## config.mk

```make
export PLATFORM = sky130hd
export DESIGN_NAME = bcd_shift_add3
export DESIGN_NICKNAME = d
export VERILOG_FILES = /design/src/rtl/bcd_shift_add3.sv
export SDC_FILE = /design/constraint.sdc
export NUM_CORES = 1
export LEC_CHECK = 0
export ABC_AREA = 1
export ABC_CLOCK_PERIOD_IN_PS = 1800
export BUFFER_PORTS_ARGS = -buffer_cell sky130_fd_sc_hd__buf_2
export CORE_MARGIN = 4
export CORE_UTILIZATION = 40
export DETAILED_ROUTE_END_ITERATION = 12
export GPL_TIMING_DRIVEN = 0
export PLACE_DENSITY = 0.7
export RECOVER_POWER = 100
export SYNTH_ARGS = -nofsm -noshare
export SYNTH_HDL_FRONTEND = slang
export SYNTH_SLANG_ARGS = --single-unit
```

## constraint.sdc

```tcl
create_clock -name clk -period 1.8 [get_ports clk]
set_input_delay 0.36 -clock clk [delete_from_list [all_inputs] [get_ports clk]]
set_output_delay 0.36 -clock clk [all_outputs]
set_load 0.05 [all_outputs]
```

## src/rtl/bcd_shift_add3.sv

```systemverilog
module bcd_shift_add3 #(
  parameter int WIDTH  = 10,
  parameter int DIGITS = 4
) (
  input  logic                  clk,
  input  logic                  rst_n,
  input  logic                  start,
  input  logic [WIDTH-1:0]      bin_in,
  output logic                  ready,
  output logic [4*DIGITS-1:0]   bcd_out
);

  localparam int BW = 4 * DIGITS;
  localparam int CW = $clog2(WIDTH + 1);
  localparam logic [CW-1:0] LAST = CW'(WIDTH - 1);

  typedef enum logic [1:0] {S_IDLE, S_RUN, S_DONE} state_t;

  state_t           state;
  logic [BW-1:0]    bcd_q, bcd_fix, bcd_nx;
  logic [WIDTH-1:0] bin_q, bin_nx;
  logic [CW-1:0]    cnt;
  logic             accept;

  genvar g;
  generate
    for (g = 0; g < DIGITS; g++) begin : g_digit
      logic [3:0] d;
      assign d = bcd_q[4*g +: 4];
      assign bcd_fix[4*g +: 4] = (d >= 4'd5) ? d + 4'd3 : d;

      p_digit_range_r6: assert property (@(posedge clk) disable iff (!rst_n)
        bcd_out[4*g +: 4] <= 4'd9);
    end
  endgenerate

  assign {bcd_nx, bin_nx} = {bcd_fix[BW-2:0], bin_q, 1'b0};
  assign accept  = start && (state != S_RUN);
  assign ready   = (state == S_DONE);
  assign bcd_out = bcd_q;

  always_ff @(posedge clk or negedge rst_n) begin
    if (!rst_n) begin
      state <= S_IDLE;
      bcd_q <= '0;
      bin_q <= '0;
      cnt   <= '0;
    end else if (accept) begin
      state <= S_RUN;
      bcd_q <= '0;
      bin_q <= bin_in;
      cnt   <= '0;
    end else if (state == S_RUN) begin
      bcd_q <= bcd_nx;
      bin_q <= bin_nx;
      cnt   <= cnt + 1'b1;
      if (cnt == LAST) state <= S_DONE;
    end
  end

  p_start_clears_ready_r2: assert property (@(posedge clk) disable iff (!rst_n)
    (start && state != S_RUN) |=> !ready);

  p_last_shift_ready_r3: assert property (@(posedge clk) disable iff (!rst_n)
    (state == S_RUN && cnt == LAST) |=> ready);

  p_thousands_max_r5: assert property (@(posedge clk) disable iff (!rst_n)
    ready |-> (bcd_out[BW-1 -: 4] <= 4'd1));

  p_busy_start_ignored_r7: assert property (@(posedge clk) disable iff (!rst_n)
    (state == S_RUN && start && cnt != LAST) |=> (state == S_RUN && cnt == $past(cnt) + 1'b1));

  p_ready_holds_r8: assert property (@(posedge clk) disable iff (!rst_n)
    (ready && !start) |=> (ready && $stable(bcd_out)));

  p_busy_not_ready_r9: assert property (@(posedge clk) disable iff (!rst_n)
    (state == S_RUN) |-> !ready);

endmodule

```

==> out/qor.yml <==
die:
  die_h_um: 74.2
  dieArea_um2: 5510
  ioPinCount: 30
  coreArea_um2: 4120
  die_x_um: 74.2
  floorplan.initialDensity: 0.426
  rows: 23
sta:
  rsz0062_at_grt: "no"
  fmax_mhz: 622
  tightest_slew_ps: 821
  hold_violations: 0
  fin_crit_ps: 1610
  tns_ps: 0
  slew_violations: 0
  worst_clock_skew_ps: 3.01
  finalSetupViolCount: 0
  min_period_over_period: 0.893
  slew_headroom: 0.453
synthesis:
  seq_area_frac_synth: 0.456
  avgSynthCellArea_um2: 8.05
  synth_area_leaders: "dfrtp_1 (46%), nand2_1 (17%), ha_1 (7.1%)"
  synth_top_area_share: 0.456
  syn_nets: 241
  synth_area_leader_cell: "dfrtp_1"
  async_reset_ff_frac: 1.00
  synthesis.instances: 218
  synth.most_common_cell: "nand2_1"
  synthFlopType: "dfrtp_1"
  yosysWarnings: 0
  synth.ff_latch_count: 32
  ys_types: 18
  syn_area_um2: 1750
  synth_edf_count: 0
  synthTopCellsByCount: "nand2_1 (81), dfrtp_1 (32), inv_1 (23), nand3_1 (23), ha_1 (10)"
finish:
  layout-drive-gt1-share: 0.114
  diodes: 0
  fin_area_um2: 2020
  nets: 277
  syn_to_final_growth_pct: 15.0
  fillers: 416
global_route:
  grt_pass1_wl_um: 6110
  first_global_vias: 1386
  grt_overflow: 0
  antenna_found_initial: 0
  grt_max_degree: 33
  track_usage: 0.142
clocking:
  cts-root-buf: "clkbuf_8"
  cts_tree: "done"
  cts.clk_slew.worst_paths_ps: 70
  cts_resized: 0
  clock_sinks: 32
  htree_levels: 2
  post-cts-setup-buffer-count: 0
  cts_made_buffers: 5
  cts_buffer_depth: 2
  ctsHoldBuffers: 0
  clock_latency_ps: 280
setup_path:
  path_class: "register to output port"
  start_kind: "register"
  crit_chain: "clkbuf_1"
  cp_slowest_cell: "clkbuf_1"
  crit_arrival_ps: 1250
  worstPathRequired_ps: 1440
  cp-end-kind: "output port"
  critical_path.max_stage_delay_ps: 500
  path_buf_inv: 1
  critPathTopFamily: "buffers and inverters"
  worstPathMaxFanout: 7
min_path:
  min_path_type: "input port to asynchronous set/reset pin"
placed_design:
  dpl.hpwl_um: 2590
  io_buffers: 29
  place_area_um2: 1960
  place_congestion: 0.829
drt:
  vias: 1532
  post-route-drc-count: 0
  viasPerCell: 5.02
  ant_nets: 0
  wl_per_cell_um: 12.1
  drt_wl_total_um: 3680
  drtIter0Drc: 88
  dr.pass1.iters: 4
pwr:
  leakagePower_uw: 0.00105
  powerDensity_nw_per_um2: 2130
  vdd_ir_drop_max_v: 0.000697
run:
  cap_violations: 0
outcome:
  status: "complete, no violations"
## state kept, by name, indices dropped and copies added, names as in the netlist
signal,cells
state,2
cnt,4
bcd_out,16
bin_q,10
## area by class of cell
cell class / count / area (um^2) / area share
clock buffer: 8 / 90.1 / 0.0447
timing repair buffer: 29 / 125 / 0.0620
sequential: 32 / 801 / 0.397
multi-input combinational: 156 / 807 / 0.400
buffer: 4 / 33.8 / 0.0167
tap: 50 / 62.6 / 0.0310
inverter: 26 / 97.6 / 0.0484
## final timing paths
check	startpoint	endpoint	slack [ps]	cells past startpoint
setup / recovery	bcd_out[10]	bcd_out[10]	190	1
hold / removal	rst_n	bcd_out[2]	170	1
setup reg to reg	state[1]	bcd_out[12]	290	6
hold reg to reg	bin_q[3]	bin_q[3]	490	2
max in group asynchronous	rst_n	bin_q[8]	1120	1
min in group clk	start	state[1]	290	2
## placed cells by master, fill, tap and decap left out, drive strengths merged
master / n
nand2: 83
dfrtp: 32
clkbuf: 27
inv: 26
nand3: 23
buf: 14
ha: 10
nand4: 9
nor2: 8
o21ai: 6
a21oi: 6
o22ai: 6
o21bai: 3
o211ai: 2
## power by group
| part | leakage, uW | internal, uW | switching [uW] |
|---|---|---|---|
| Clock | 0.0000455 | 312 | 254 |
| Sequential | 0.000399 | 1050 | 300 |
| Combinational | 0.000609 | 704 | 1680 |
| Total | 0.00105 | 2070 | 2230 |
## worst register-to-register path, stage by stage, from the launching register on
cell      delay [ps]
dfrtp_1          380
inv_1            120
nand2_4          100
nand2_4          100
clkbuf_1         470
nor2_1            80
o21bai_1         170
## metrics by stage
stage                     utilization  hold slack (ps)  power, uW  setup slack (ps)  cells
after global routing            0.490              237       4690               149    305
after detailed placement        0.477              468       3830               510    297
after global placement          0.477              462       3790               514    297
after floorplan                     -             64.4       3270               213    218
final                           0.490              166       4300               193    305
after CTS                       0.499              163       4410               301    305
## cells by family (layout without fill, tap and decap cells)
kind of cell             after synthesis  count (layout)  synth area share
adder cells (fa/ha/maj)               10              10            0.0713
AND/OR/NAND/NOR                      123             123             0.305
buffers and inverters                 30              67            0.0792
flip-flops                            32              32             0.456
AO/OA/AOI/OAI                         23              23            0.0877
## layer usage
layer  wire (um)  share of wire  global-route usage
met5           0              0                   0
met4          33         0.0090              0.0415
met3         168          0.046              0.0351
met2        1720           0.47               0.238
met1        1760           0.48               0.183
Power figures use the tool's default switching activity.
